<file path="config.mk">
export PLATFORM = sky130hd
export DESIGN_NAME = sar_adc_emu
export DESIGN_NICKNAME = d
export VERILOG_FILES = /design/src/rtl/sar_emu_pkg.sv /design/src/rtl/sar_emu_sync.sv /design/src/rtl/sar_emu_timer.sv /design/src/rtl/sar_emu_shift.sv /design/src/rtl/sar_emu_err.sv /design/src/rtl/sar_adc_emu.sv
export SDC_FILE = /design/constraint.sdc
export NUM_CORES = 1
export LEC_CHECK = 0
export BUFFER_PORTS_ARGS = -buffer_cell sky130_fd_sc_hd__buf_2
export CORE_ASPECT_RATIO = 0.6
export CORE_MARGIN = 1
export CORE_UTILIZATION = 44
export DETAILED_ROUTE_END_ITERATION = 10
export PLACE_DENSITY = 0.64
export SLEW_MARGIN = 10
export SYNTH_ARGS = -nofsm -noshare
export SYNTH_HDL_FRONTEND = slang
export SYNTH_HIERARCHICAL = 1
export SYNTH_SLANG_ARGS = --single-unit
export TNS_END_PERCENT = 100
</file>
<file path="constraint.sdc">
create_clock -name clk -period 3.6 [get_ports clk]
set_clock_uncertainty 0.1 [all_clocks]
set_input_delay 0.36 -clock clk [delete_from_list [all_inputs] [get_ports clk]]
set_output_delay 0.36 -clock clk [all_outputs]
set_load 0.02 [all_outputs]
</file>
<file path="src/rtl/sar_emu_pkg.sv">
package sar_emu_pkg;
  // Read-side phases of the emulated converter
  typedef enum logic [2:0] {
    ST_IDLE  = 3'd0,  // no conversion running
    ST_CONV  = 3'd1,  // converting, chip select high
    ST_ARM   = 3'd2,  // converting, chip select low in normal mode
    ST_BWAIT = 3'd3,  // converting, chip select low in busy mode
    ST_READ  = 3'd4   // shifting result out
  } emu_state_e;
endpackage

</file>
<file path="src/rtl/sar_emu_sync.sv">
module sar_emu_sync #(
  parameter int unsigned N = 3,
  parameter logic [N-1:0] RST_VAL = '0
) (
  input  logic         clk,
  input  logic         rst_n,
  input  logic [N-1:0] async_i,
  output logic [N-1:0] lvl_o,
  output logic [N-1:0] fall_o,
  output logic [N-1:0] rise_o
);
  for (genvar g = 0; g < N; g++) begin : g_bit
    logic s1_q, s2_q, s3_q;
    always_ff @(posedge clk or negedge rst_n) begin
      if (!rst_n) begin
        s1_q <= RST_VAL[g];
        s2_q <= RST_VAL[g];
        s3_q <= RST_VAL[g];
      end else begin
        s1_q <= async_i[g];
        s2_q <= s1_q;
        s3_q <= s2_q;
      end
    end
    assign lvl_o[g]  = s2_q;
    assign fall_o[g] = s3_q & ~s2_q;
    assign rise_o[g] = ~s3_q & s2_q;
  end
endmodule

</file>
<file path="src/rtl/sar_emu_timer.sv">
module sar_emu_timer #(
  parameter int unsigned LIMIT = 65
) (
  input  logic clk,
  input  logic rst_n,
  input  logic start_i,
  output logic run_o,
  output logic done_o
);
  localparam int unsigned CW = $clog2(LIMIT + 1);
  logic [CW-1:0] cnt_q, cnt_d;

  always_comb begin
    cnt_d = cnt_q;
    if (start_i)          cnt_d = CW'(LIMIT);
    else if (cnt_q != '0) cnt_d = cnt_q - 1'b1;
  end

  always_ff @(posedge clk or negedge rst_n) begin
    if (!rst_n) cnt_q <= '0;
    else        cnt_q <= cnt_d;
  end

  assign run_o  = (cnt_q != '0);
  assign done_o = (cnt_q == CW'(1)) && !start_i;
endmodule

</file>
<file path="src/rtl/sar_emu_shift.sv">
module sar_emu_shift #(
  parameter int unsigned W  = 12,
  parameter int unsigned CW = $clog2(W + 2) + 1
) (
  input  logic          clk,
  input  logic          rst_n,
  input  logic          clr_i,
  input  logic          load_i,
  input  logic [W:0]    val_i,
  input  logic [CW-1:0] len_i,
  input  logic          shift_i,
  output logic          bit_o,
  output logic          oe_o,
  output logic [CW-1:0] cnt_o
);
  logic [W:0]    sh_q, sh_d;
  logic          oe_q, oe_d;
  logic [CW-1:0] cnt_q, cnt_d, len_q, len_d;

  always_comb begin
    sh_d  = sh_q;
    oe_d  = oe_q;
    cnt_d = cnt_q;
    len_d = len_q;
    if (clr_i) begin
      oe_d = 1'b0;
    end
    if (load_i) begin
      sh_d  = val_i;
      oe_d  = 1'b1;
      cnt_d = '0;
      len_d = len_i;
    end else if (shift_i) begin
      if (cnt_q != '1) cnt_d = cnt_q + 1'b1;
      if (oe_q) begin
        sh_d = {sh_q[W-1:0], 1'b0};
        if ((cnt_q + 1'b1) >= len_q) oe_d = 1'b0;
      end
    end
  end

  always_ff @(posedge clk or negedge rst_n) begin
    if (!rst_n) begin
      sh_q  <= '0;
      oe_q  <= 1'b0;
      cnt_q <= '0;
      len_q <= '0;
    end else begin
      sh_q  <= sh_d;
      oe_q  <= oe_d;
      cnt_q <= cnt_d;
      len_q <= len_d;
    end
  end

  assign bit_o = sh_q[W];
  assign oe_o  = oe_q;
  assign cnt_o = cnt_q;

  // the driver is never left on past the programmed read length
  p_oe_in_len_r3: assert property (@(posedge clk) disable iff (!rst_n)
    oe_q |-> (cnt_q < len_q));
endmodule

</file>
<file path="src/rtl/sar_emu_err.sv">
module sar_emu_err #(
  parameter int unsigned CNT_W = 16
) (
  input  logic             clk,
  input  logic             rst_n,
  input  logic             hit_i,
  output logic             err_o,
  output logic [CNT_W-1:0] cnt_o
);
  logic             flag_q, flag_d;
  logic [CNT_W-1:0] cnt_q, cnt_d;

  always_comb begin
    flag_d = flag_q | hit_i;
    cnt_d  = cnt_q;
    if (hit_i && (cnt_q != '1)) cnt_d = cnt_q + 1'b1;
  end

  always_ff @(posedge clk or negedge rst_n) begin
    if (!rst_n) begin
      flag_q <= 1'b0;
      cnt_q  <= '0;
    end else begin
      flag_q <= flag_d;
      cnt_q  <= cnt_d;
    end
  end

  assign err_o = flag_q;
  assign cnt_o = cnt_q;

  p_flag_sticky_r10: assert property (@(posedge clk) disable iff (!rst_n)
    flag_q |=> flag_q);
  p_count_monotonic_r10: assert property (@(posedge clk) disable iff (!rst_n)
    1'b1 |=> (cnt_q >= $past(cnt_q)));
endmodule

</file>
<file path="src/rtl/sar_adc_emu.sv">
module sar_adc_emu
  import sar_emu_pkg::*;
#(
  parameter int unsigned DATA_W    = 12,
  parameter int unsigned CLK_MHZ   = 100,
  parameter int unsigned CONV_NS   = 650,
  parameter int unsigned QUIET_NS  = 50,
  parameter int unsigned ABORT_MIN = 2,
  parameter int unsigned ABORT_MAX = 8,
  parameter int unsigned ERR_W     = 16
) (
  input  logic              clk,
  input  logic              rst_n,
  input  logic              conv_n_i,
  input  logic              cs_n_i,
  input  logic              sclk_i,
  input  logic [DATA_W-1:0] sample_i,
  output logic              sdo_o,
  output logic              sdo_oe_o,
  output logic              ready_o,
  output logic              busy_mode_o,
  output logic              err_o,
  output logic [ERR_W-1:0]  err_cnt_o
);
  localparam int unsigned CONV_CYC  = (CONV_NS * CLK_MHZ + 999) / 1000;
  localparam int unsigned QUIET_CYC = (QUIET_NS * CLK_MHZ + 999) / 1000;
  localparam int unsigned CW        = $clog2(DATA_W + 2) + 1;
  localparam int unsigned RD_NORM   = DATA_W;
  localparam int unsigned RD_BUSY   = DATA_W + 1;

  // ---------------- input conditioning: {sclk, cs, conv}
  logic [2:0] in_lvl, in_fall, in_rise;
  sar_emu_sync #(.N(3), .RST_VAL(3'b011)) u_sync (
    .clk    (clk),
    .rst_n  (rst_n),
    .async_i({sclk_i, cs_n_i, conv_n_i}),
    .lvl_o  (in_lvl),
    .fall_o (in_fall),
    .rise_o (in_rise)
  );
  logic conv_fall, cs_fall, cs_rise, cs_lvl, sclk_fall;
  assign conv_fall = in_fall[0];
  assign cs_fall   = in_fall[1];
  assign cs_rise   = in_rise[1];
  assign cs_lvl    = in_lvl[1];
  assign sclk_fall = in_fall[2];
  logic unused_sync;
  assign unused_sync = ^{in_lvl[0], in_lvl[2], in_rise[0], in_rise[2]};

  // ---------------- timers
  logic conv_start, conv_run, conv_done;
  logic quiet_start, quiet_run, quiet_done;
  sar_emu_timer #(.LIMIT(CONV_CYC)) u_conv_tmr (
    .clk(clk), .rst_n(rst_n), .start_i(conv_start), .run_o(conv_run), .done_o(conv_done)
  );
  sar_emu_timer #(.LIMIT(QUIET_CYC)) u_quiet_tmr (
    .clk(clk), .rst_n(rst_n), .start_i(quiet_start), .run_o(quiet_run), .done_o(quiet_done)
  );
  logic unused_tmr;
  assign unused_tmr = conv_run ^ quiet_done;

  // ---------------- output shifter
  logic              sh_clr, sh_load, sh_bit, sh_oe;
  logic [DATA_W:0]   sh_val;
  logic [CW-1:0]     sh_len, sh_cnt;
  sar_emu_shift #(.W(DATA_W), .CW(CW)) u_shift (
    .clk    (clk),
    .rst_n  (rst_n),
    .clr_i  (sh_clr),
    .load_i (sh_load),
    .val_i  (sh_val),
    .len_i  (sh_len),
    .shift_i(sclk_fall),
    .bit_o  (sh_bit),
    .oe_o   (sh_oe),
    .cnt_o  (sh_cnt)
  );

  // ---------------- error accumulator
  logic err_hit;
  sar_emu_err #(.CNT_W(ERR_W)) u_err (
    .clk(clk), .rst_n(rst_n), .hit_i(err_hit), .err_o(err_o), .cnt_o(err_cnt_o)
  );

  // ---------------- control state
  emu_state_e        st_q, st_d;
  logic              busy_mode_q, busy_mode_d;
  logic              busy_next_q, busy_next_d;
  logic              init_q, init_d;
  logic              rst_pend_q, rst_pend_d;
  logic              early_q, early_d;
  logic              rd_busy_q, rd_busy_d;
  logic [DATA_W-1:0] result_q, result_d;
  logic [CW-1:0]     rd_exp;

  assign rd_exp = rd_busy_q ? CW'(RD_BUSY) : CW'(RD_NORM);

  always_comb begin
    st_d        = st_q;
    busy_mode_d = busy_mode_q;
    busy_next_d = busy_next_q;
    init_d      = init_q;
    rst_pend_d  = rst_pend_q;
    early_d     = early_q;
    rd_busy_d   = rd_busy_q;
    result_d    = result_q;
    conv_start  = 1'b0;
    quiet_start = 1'b0;
    sh_clr      = 1'b0;
    sh_load     = 1'b0;
    sh_val      = {result_q, 1'b0};
    sh_len      = CW'(RD_NORM);
    err_hit     = 1'b0;

    // Completion: capture sample, finish a pending soft reset
    if (conv_done) begin
      result_d = sample_i;
      if (rst_pend_q) begin
        init_d     = 1'b1;
        rst_pend_d = 1'b0;
      end
    end

    unique case (st_q)
      ST_IDLE: begin
        if (conv_fall) begin
          conv_start  = 1'b1;
          busy_mode_d = busy_next_q;
          err_hit     = quiet_run;
          st_d        = ST_CONV;
        end else if (cs_fall) begin
          sh_load   = 1'b1;
          rd_busy_d = 1'b0;
          if (busy_mode_q) busy_next_d = 1'b0;
          st_d = ST_READ;
        end
      end
      ST_CONV: begin
        if (conv_done) begin
          st_d = ST_IDLE;
        end else if (cs_fall) begin
          early_d = 1'b0;
          st_d    = busy_mode_q ? ST_BWAIT : ST_ARM;
        end
      end
      ST_ARM: begin
        if (sclk_fall && !early_q) begin
          early_d = 1'b1;
          err_hit = 1'b1;
        end
        if (conv_done) begin
          if (cs_rise) begin
            st_d = ST_IDLE;
          end else begin
            sh_load   = 1'b1;
            sh_val    = {sample_i, 1'b0};
            rd_busy_d = 1'b0;
            st_d      = ST_READ;
          end
        end else if (cs_rise) begin
          if (!early_q && !sclk_fall) busy_next_d = 1'b1;
          st_d = ST_CONV;
        end
      end
      ST_BWAIT: begin
        if (sclk_fall && !early_q) begin
          early_d = 1'b1;
          err_hit = 1'b1;
        end
        if (conv_done) begin
          if (cs_rise) begin
            err_hit = 1'b1;
            st_d    = ST_IDLE;
          end else begin
            sh_load   = 1'b1;
            sh_val    = {1'b0, sample_i};
            sh_len    = CW'(RD_BUSY);
            rd_busy_d = 1'b1;
            st_d      = ST_READ;
          end
        end else if (cs_rise) begin
          err_hit = 1'b1;
          st_d    = ST_CONV;
        end
      end
      ST_READ: begin
        if (cs_rise) begin
          sh_clr      = 1'b1;
          quiet_start = 1'b1;
          st_d        = ST_IDLE;
          if (sh_cnt == rd_exp) begin
            err_hit = 1'b0;
          end else if ((sh_cnt >= CW'(ABORT_MIN)) && (sh_cnt <= CW'(ABORT_MAX))) begin
            rst_pend_d  = 1'b1;
            init_d      = 1'b0;
            busy_mode_d = 1'b0;
            busy_next_d = 1'b0;
          end else begin
            err_hit = 1'b1;
          end
        end
      end
      default: st_d = ST_IDLE;
    endcase
  end

  always_ff @(posedge clk or negedge rst_n) begin
    if (!rst_n) begin
      st_q        <= ST_IDLE;
      busy_mode_q <= 1'b0;
      busy_next_q <= 1'b0;
      init_q      <= 1'b0;
      rst_pend_q  <= 1'b0;
      early_q     <= 1'b0;
      rd_busy_q   <= 1'b0;
      result_q    <= '0;
    end else begin
      st_q        <= st_d;
      busy_mode_q <= busy_mode_d;
      busy_next_q <= busy_next_d;
      init_q      <= init_d;
      rst_pend_q  <= rst_pend_d;
      early_q     <= early_d;
      rd_busy_q   <= rd_busy_d;
      result_q    <= result_d;
    end
  end

  assign sdo_o       = (st_q == ST_BWAIT) ? 1'b1 : sh_bit;
  assign sdo_oe_o    = (st_q == ST_BWAIT) | sh_oe;
  assign ready_o     = init_q;
  assign busy_mode_o = busy_mode_q;

  // ---------------- assertions
  p_oe_needs_cs_r3: assert property (@(posedge clk) disable iff (!rst_n)
    (cs_lvl && !cs_rise) |-> !sdo_oe_o);
  p_ready_drop_on_abort_r4: assert property (@(posedge clk) disable iff (!rst_n)
    $fell(ready_o) |-> $past(st_q == ST_READ && cs_rise));
  p_ready_rise_on_done_r5: assert property (@(posedge clk) disable iff (!rst_n)
    $rose(ready_o) |-> $past(conv_done));
  p_mode_switch_points_r6: assert property (@(posedge clk) disable iff (!rst_n)
    !$stable(busy_mode_q) |->
      ($past(st_q == ST_IDLE && conv_fall) || $past(st_q == ST_READ && cs_rise)));
endmodule

</file>
=== After elaboration in Yosys (flattened, before gate mapping) ===
Index checks and enable logic that the tools add are counted.

* Add/subtract/negate cells: 4
* Reduce and logical (&&, ||, !) cells: 28
* $lt $le $gt $ge: 3
* Equality and inequality tests: 28
* Mux-type cells: 84
* Bitwise operators: 10

{| class="wikitable"
|+ Operators by type and width
! operator !! count
|-
| 13-bit 2-to-1 mux || 7
|-
| 1-bit 2-to-1 mux || 54
|-
| 2-bit inequality test, second input constant || 16
|-
| 3-bit 2-to-1 mux || 10
|-
| 13-bit one-hot mux with 2 select lines || 1
|-
| 16-bit by 1-bit adder with 16-bit output, second input constant || 1
|-
| 16-bit inequality test, second input constant || 1
|-
| 5-bit 2-to-1 mux || 3
|-
| 7-bit 2-to-1 mux || 2
|-
| 2-bit nonzero test || 7
|-
| 3-bit one-hot mux with 4 select lines || 1
|-
| 10-bit AND reduction || 1
|-
| 3-bit nonzero test || 3
|-
| 4-bit AND reduction || 2
|-
| 7-bit by 1-bit == test with 1-bit output, second input constant || 1
|-
| 7-bit AND reduction || 1
|-
| 7-bit nonzero test || 1
|-
| 7-bit by 1-bit subtractor with 7-bit output, second input constant || 1
|-
| 3-bit by 2-bit == test with 1-bit output, second input constant || 2
|-
| 3-bit inequality test, second input constant || 2
|-
| 1-bit one-hot mux with 2 select lines || 3
|-
| 1-bit one-hot mux with 3 select lines || 2
|-
| 5-bit by 1-bit adder with 5-bit output, second input constant || 1
|-
| 5-bit by 4-bit == test with 1-bit output || 1
|-
| 19 further kinds || 33
|}

* Output and inout bits: 21
* Word-level logic and storage cells: 182
* Input port bits: 17
* Flip-flop bits (word level): 81

=== Depth between registers and ports, before layout ===
Gate-level depths: netlist of the first run.

* Word-level depth: 11
* Depth in mapped cells: 11
* Gate-level depth less buffers: 10

=== Hierarchy ===
The synthesis of the first run kept the hierarchy.

{| class="wikitable"
|+ Modules (own cells, without submodules)
! module !! cells each !! times used !! area an instance (sq um) !! seq. area each (sq um)
|-
| sar_adc_emu || 145 || 1 || 1366.3 || 525.5
|-
| sar_emu_shift || 117 || 1 || 1201.2 || 600.6
|-
| sar_emu_err || 84 || 1 || 878.3 || 425.4
|-
| sar_emu_timer (u_conv_tmr) || 39 || 1 || 386.6 || 175.2
|-
| sar_emu_sync || 18 || 1 || 292.8 || 232.7
|-
| sar_emu_timer (u_quiet_tmr) || 18 || 1 || 200.2 || 75.1
|}

=== Least setup slack after synthesis of the first run ===
OpenSTA, ideal clock, no wires.

* Path kind: flip-flop to flip-flop
* Start: reg u_sync.g_bit[1].s2_q
* End: reg u_err.cnt_q[14], in the netlist u_err/cnt_o[14]
* Stages on the path, launching flop included: 10
* Library setup time: 0.125 ns
* Path buffers: 1
* Arrival: 2.511 ns
* Required time: 3.375 ns
* Clock period less this slack: 2.736 ns
* Slack: 0.864 ns
* Path through: dfstp_2 nor2b_1 and3_1 buf_2 o41ai_1 o221ai_1 nand2_1 or2_4 nor3_1 mux2_2

* Longest elaborated chain between the ends: 4
* Elaborated cells on any way between the ends: 5
* Classes of those cells: mux: 3; bitwise: 1; reduce/logical: 1

{| class="wikitable"
|+ RTL lines
! item !! RTL line !! text
|-
| start: declaration || sar_emu_sync.sv:13 || <nowiki>logic s1_q, s2_q, s3_q;</nowiki>
|-
| start signal: assignment || sar_emu_sync.sv:17 || <nowiki>s2_q <= RST_VAL[g];</nowiki>
|-
| start signal: assignment || sar_emu_sync.sv:21 || <nowiki>s2_q <= s1_q;</nowiki>
|-
| 1-bit AND (*) || sar_emu_sync.sv:27 || <nowiki>assign rise_o[g] = ~s3_q & s2_q;</nowiki>
|-
| via in_rise[1] || sar_adc_emu.sv:32 || <nowiki>logic [2:0] in_lvl, in_fall, in_rise;</nowiki>
|-
| 1-bit 2-to-1 mux (on tied branches) || sar_adc_emu.sv:187, sar_adc_emu.sv:171, sar_adc_emu.sv:181 ||
|-
| 1-bit one-hot mux with 4 select lines (*) || sar_adc_emu.sv:124 || <nowiki>unique case (st_q)</nowiki>
|-
| via err_hit || sar_adc_emu.sv:80 || <nowiki>logic err_hit;</nowiki>
|-
| 1-bit logical AND (*) || sar_emu_err.sv:16 || <nowiki>if (hit_i && (cnt_q != '1)) cnt_d = cnt_q + 1'b1;</nowiki>
|-
| end signal: assignment || sar_emu_err.sv:25 || <nowiki>cnt_q <= cnt_d;</nowiki>
|-
| end: declaration || sar_emu_err.sv:11 || <nowiki>logic [CNT_W-1:0] cnt_q, cnt_d;</nowiki>
|}

The timed path passes the listed nets; every way through them passes the cells marked *.
A chain may end at the register's enable or synchronous reset.

=== Final worst setup path of the first run ===
* Start: reg st_q[2]
* End: reg u_err.cnt_q[7], in the netlist u_err/cnt_o[7]

* Longest elaborated chain between the ends: 3
* Elaborated cells on any way between the ends: 6
* Classes of those cells: eq/ne: 3; mux: 1; reduce/logical: 2

{| class="wikitable"
|+ RTL lines
! item !! RTL line !! text
|-
| start: declaration || sar_adc_emu.sv:86 || <nowiki>emu_state_e st_q, st_d;</nowiki>
|-
| start signal: assignment || sar_adc_emu.sv:218 || <nowiki>st_q <= st_d;</nowiki>
|-
| 3-bit == test, or another cell as far along || sar_adc_emu.sv:124 ||
|-
| 1-bit one-hot mux with 4 select lines (*) || sar_adc_emu.sv:124 ||
|-
| via err_hit || sar_adc_emu.sv:80 ||
|-
| 1-bit logical AND (*) || sar_emu_err.sv:16 ||
|}

Marks and branches as above.

==> impl_metrics.py, run 1 <==
metrics = {
    "status": {
        "status": "completed",
    },
    "clock_network": {
        "cts_resized": 0,
        "htreeDepth": 3,
        "clockRootBuffer": "clkbuf_16",
        "cts_inserted_buffers": 9,
        "path_clk_slew_ps": 60,
        "cts_tree": "built",
        "clk_latency_ps": 330,
        "cts.sinks": 81,
        "post_cts_buffers": 0,
        "clockBufferDepth": 2,
        "postCtsHoldBufs": 0,
    },
    "die": {
        "core_region_area_mm2": 0.00929,
        "die_area_mm2": 0.0101,
        "floorplan.initialDensity_pct": 46.0,
        "die_w_um": 129,
        "boundaryPins": 38,
        "rows": 27,
        "die_h_um": 78.3,
    },
    "critical_path": {
        "worst-r2r-setup-slack_ps": 710,
        "crit_arrival_ps": 3010,
        "setup.worst_path.start": "st_q[2]",
        "critPathRequiredTime_ps": 3720,
        "worstSetupPathType": "flip-flop to flip-flop",
        "reg2reg_depth": 7,
        "r2r-end": "u_err/cnt_o[7]",
        "worst_setup_path_start_kind": "flip-flop",
        "end_kind": "flip-flop",
        "cp_max_fo": 18,
        "rr_startpoint": "st_q[2]",
        "endpoint": "u_err/cnt_o[7]",
    },
    "global_routing": {
        "grt_use_total_pct": 19.1,
        "grt_pass1_vias": 2957,
        "grt.overflow.total": 0,
        "antenna_found_initial": 0,
        "grt_max_degree": 82,
        "grt_pass1_wl_um": 14700,
    },
    "timing": {
        "min_period_ps": 2890,
        "final_hold_viol_count": 0,
        "slew_viol_final": 0,
        "period_share_pct": 80.3,
        "fmax_mhz": 346,
        "fin_setup_tns_ps": 0,
        "setup_viol": 0,
        "max_slew.worst_pin.slew_ps": 997,
        "rsz0062_at_grt": "false",
        "slew-limit-headroom_pct": 33.5,
    },
    "layout": {
        "nFillCells": 856,
        "fin_util_pct": 52.9,
        "area_growth_pct": 15.1,
        "nets": 485,
        "fin_area_mm2": 0.00492,
        "fin_cells": 591,
        "multi_input_area_mm2": 0.00210,
        "drive_above_1_share_pct": 23.0,
        "diodes": 0,
        "seqCellArea_mm2": 0.00203,
    },
    "placed_design": {
        "place_inst": 575,
        "place_area_mm2": 0.00460,
        "gp_congestion": 0.885,
        "place_hpwl_um": 6050,
        "io_buffers": 37,
    },
    "logic_synthesis": {
        "synthCells": 414,
        "yosysWarningCount": 6,
        "syn_avg_cell_area_um2": 10.3,
        "syn-cell-area_mm2": 0.00427,
    },
    "drt": {
        "drtIter0Drc": 173,
        "route.detailed.drc": 0,
        "drtPass1Iterations": 4,
        "postRouteAntennaNets": 0,
        "vias": 3077,
        "avgViaCountPerCell": 5.21,
        "wl_per_cell_um": 14.5,
        "routed_wl_um": 8560,
    },
    "pwr": {
        "peakVddDrop_mv": 0.285,
        "power.leakage_nw": 2.27,
        "power_density_mw_per_mm2": 730,
    },
    "flow_run": {
        "maxCapViolations": 0,
    },
    "hold_path": {
        "hold_start": "conv_n_i",
        "holdCritPathClass": "input port to flip-flop",
    },
}
[layout by cell type, fill, tap and decap left out, types with 9 or more instances in the layout]
master     instances
dfrtp_1           75
nand2_1           47
o21ai_0           36
buf_2             36
mux2i_1           25
nor2_1            22
mux2_2            17
inv_1             16
a21oi_1           16
ha_1              12
nand2b_1          11
nor2b_1           10
clkbuf_16          9
buf_4              9
[flip-flops by register name, indices dropped and copies added (netlist names), 3 cells and up]
name	flops
u_sync/g_bit.s1_q	3
u_sync/g_bit.s2_q	3
u_quiet_tmr/cnt_q	3
u_sync/g_bit.s3_q	3
result_q	12
u_shift/sh_q	13
u_conv_tmr/cnt_q	7
st_q	3
u_shift/len_q	5
u_shift/cnt_o	5
u_err/cnt_o	16
[area by class of cell]
class	count	area share, %
Sequential cell	81	41.4
Tap cell	130	3.31
Clock inverter	3	1.32
Multi-Input combinational cell	303	42.6
Inverter	16	1.22
Clock buffer	13	5.09
Timing Repair Buffer	45	5.04
[critical path: stages (launching register included)]
cell      delay [ps]
dfrtp_1          750
and3_1           290
o41ai_1           90
o221ai_1         500
nand3_1          270
nor3_2           370
o21ai_0          190
o22a_1           210
[metal layers]
layer  global-route usage, %  wire (um)
met3                    5.79        312
met2                    26.7       3540
met5                       0          0
met1                    28.5       4670
met4                    4.59         36
[how the worst min path moves through the flow]
stage                           end  slack [ps]  cells after the start
2_1_floorplan           busy_mode_o         -40                      0
3_3_place_gp   u_sync/g_bit[2].s2_q         240                      0
3_5_place_dp   u_sync/g_bit[0].s2_q         250                      0
4_1_cts        u_sync/g_bit[1].s1_q          10                      1
5_1_grt        u_sync/g_bit[0].s1_q           8                      1
6_report       u_sync/g_bit[0].s1_q          30                      1
[through the flow]
stage	setup WS (ps)	hold WS, ps	power [mW]
after floorplan	889	-35.6	2.34
after global placement	846	239	2.60
after detailed placement	713	252	2.65
after global routing	477	8.22	3.87
after CTS	721	12.2	3.64
final	709	25.1	3.59
[report_power, final]
group / internal [mW] / switching, mW / total, mW
clock network: 0.626 / 0.341 / 0.967
registers: 1.20 / 0.278 / 1.48
logic: 0.534 / 0.608 / 1.14
(Power assumes the default switching activity.)
==> inputs of run 2 (changes only) <==
- clock period: 3.6 -> 2.9 ns (I/O delays scaled with it)
==> run 2 against run 1 <==
Critical path depth increased by 2. Count of clock-buffer cells in the layout increased by 2. Sequential power increased by 22%. Critical endpoint is now u_err/cnt_o[15]. Register-to-register slack got worse by 490 ps. Total power increased by 24%. Via count increased by 1.9%.
==> impl_metrics.py, run 2 (synthesis results as in run 1) <==
metrics = {
    "drt": {
        "avgViaCountPerCell": 5.23,
        "wl_per_cell_um": 15.1,
        "postRouteAntennaNets": 0,
        "drtPass1Iterations": 4,
        "route.detailed.drc": 0,
        "vias": 3134,
        "routed_wl_um": 9020,
        "drtIter0Drc": 200,
    },
    "clock_network": {
        "cts.sinks": 81,
        "clockBufferDepth": 2,
        "cts_inserted_buffers": 9,
        "clk_latency_ps": 340,
        "htreeDepth": 3,
        "clockRootBuffer": "clkbuf_16",
        "path_clk_slew_ps": 60,
        "post_cts_buffers": 0,
        "cts_tree": "built",
    },
    "die": {
        "rows": 27,
        "die_area_mm2": 0.0101,
        "die_w_um": 129,
        "floorplan.initialDensity_pct": 46.0,
        "core_region_area_mm2": 0.00929,
        "die_h_um": 78.3,
        "boundaryPins": 38,
    },
    "global_routing": {
        "grt_max_degree": 82,
        "grt.overflow.total": 0,
        "grt_use_total_pct": 19.9,
        "antenna_found_initial": 0,
        "grt_pass1_wl_um": 15300,
        "grt_pass1_vias": 3023,
    },
    "placed_design": {
        "place_inst": 580,
        "io_buffers": 37,
        "gp_congestion": 0.885,
        "place_hpwl_um": 6330,
        "place_area_mm2": 0.00464,
    },
    "pwr": {
        "peakVddDrop_mv": 0.379,
        "fin_total_pwr_mw": 4.46,
        "power_density_mw_per_mm2": 897,
        "power.leakage_nw": 2.30,
    },
    "layout": {
        "mostFrequentLayoutCells": "dfrtp_1 (75), nand2_1 (47), o21ai_0 (36), buf_2 (36), mux2i_1 (25)",
        "final_common_cell": "dfrtp_1",
        "nets": 493,
        "fin_cells": 599,
        "fin_util_pct": 53.5,
        "nFillCells": 849,
        "fin_area_mm2": 0.00497,
        "largest_register_ffs": 16,
        "area_growth_pct": 16.3,
        "diodes": 0,
        "drive_above_1_share_pct": 24.1,
    },
    "timing": {
        "rsz0062_at_grt": "false",
        "slew-limit-headroom_pct": 31.8,
        "slew_viol_final": 0,
        "period_share_pct": 92.4,
        "fin_setup_tns_ps": 0,
        "final_hold_viol_count": 0,
        "fmax_mhz": 373,
        "min_period_ps": 2680,
        "setup_viol": 0,
        "max_slew.worst_pin.slew_ps": 1020,
    },
    "critical_path": {
        "worstSetupPathType": "flip-flop to flip-flop",
        "end_kind": "flip-flop",
        "path_cells": "nor2b_1 -> nor4b_2 -> nand2_1 -> o221ai_1 -> buf_4 -> nand3_1 -> nor3_2 -> nand4_1 -> xnor2_1",
        "worst_setup_path_start_kind": "flip-flop",
        "cpMaxStageDelayCell": "dfstp_2",
        "cp_max_fo": 5,
        "slowest_delay_ps": 510,
        "critPathRequiredTime_ps": 3020,
        "crit_arrival_ps": 2800,
    },
    "flow_run": {
        "maxCapViolations": 0,
    },
    "hold_path": {
        "holdCritPathClass": "input port to asynchronous set/reset pin",
    },
    "status": {
        "status": "completed",
    },
}
-- run 2: changes by cell type in the layout (fill, tap and decap cells not counted) --
cell           before  now
bufinv_16           2    0
clkinv_2            1    0
clkinvlp_4          0    1
buf_4               9   14
clkbuf_8            1    4
clkbuf_1            3    2
nor2b_2             0    1
nor2b_1            10    9
dlygate4sd3_1       0    3
-- run 2: worst max-delay path: cells and delay by family (launching register included) --
kind / cells / cell delay, ps
XOR/XNOR: 1 / 170
flip-flops: 1 / 510
AO/OA/AOI/OAI: 1 / 120
buffers and inverters: 1 / 200
AND/OR/NAND/NOR: 6 / 1450
-- run 2: area by class of cell --
type                    count  area [um2]  area share [%]
clock inverters             1        7.51           0.151
multi-input cells         303        2100            42.3
repair buffers             53         315            6.35
well taps                 130         163            3.27
flip-flops and latches     81        2030            41.0
inverters                  16        60.1            1.21
clock buffers              15         288            5.79
-- run 2: timing repair --
action                     CTS  global route
hold endpoints to repair     3             0
setup endpoints to repair    0             5
hold buffers                 3             0
gates resized for setup      0             1
-- run 2: per-layer routing --
| metal | part of all wire, % | GRT usage [%] | wire (um) |
|---|---|---|---|
| met5 | 0 | 0 | 0 |
| met4 | 1.2 | 6.00 | 106 |
| met3 | 3.9 | 5.73 | 355 |
| met2 | 40 | 27.2 | 3610 |
| met1 | 55 | 30.0 | 4950 |
-- run 2: per-stage QoR --
step | hold WS (ps) | worst slack [ps]
final | 2.08 | 221
after detailed placement | 247 | 181
after global placement | 249 | 248
after CTS | 69.2 | 163
after global routing | 115 | 49.2
after floorplan | -106 | 189
-- run 2: final timing paths --
| kind | start | to | slack, ps | depth (start not counted) |
|---|---|---|---|---|
| worst max-delay path | u_sync/g_bit[0].s3_q | u_err/cnt_o[15] | 220 | 9 |
| worst min-delay path | rst_n | u_shift/len_q[3] | 2 | 1 |
| worst max register to register | u_sync/g_bit[0].s3_q | u_err/cnt_o[15] | 220 | 9 |
| worst min register to register | u_sync/g_bit[0].s1_q | u_sync/g_bit[0].s2_q | 250 | 0 |
| max in group asynchronous | rst_n | result_q[7] | 2010 | 1 |
| min in group clk | sample_i[6] | result_q[6] | 120 | 2 |
-- run 2: power by group --
part / total (mW) / internal [mW] / switching [mW]
clock network: 1.11 / 0.674 / 0.434
registers: 1.81 / 1.49 / 0.315
logic: 1.54 / 0.710 / 0.827
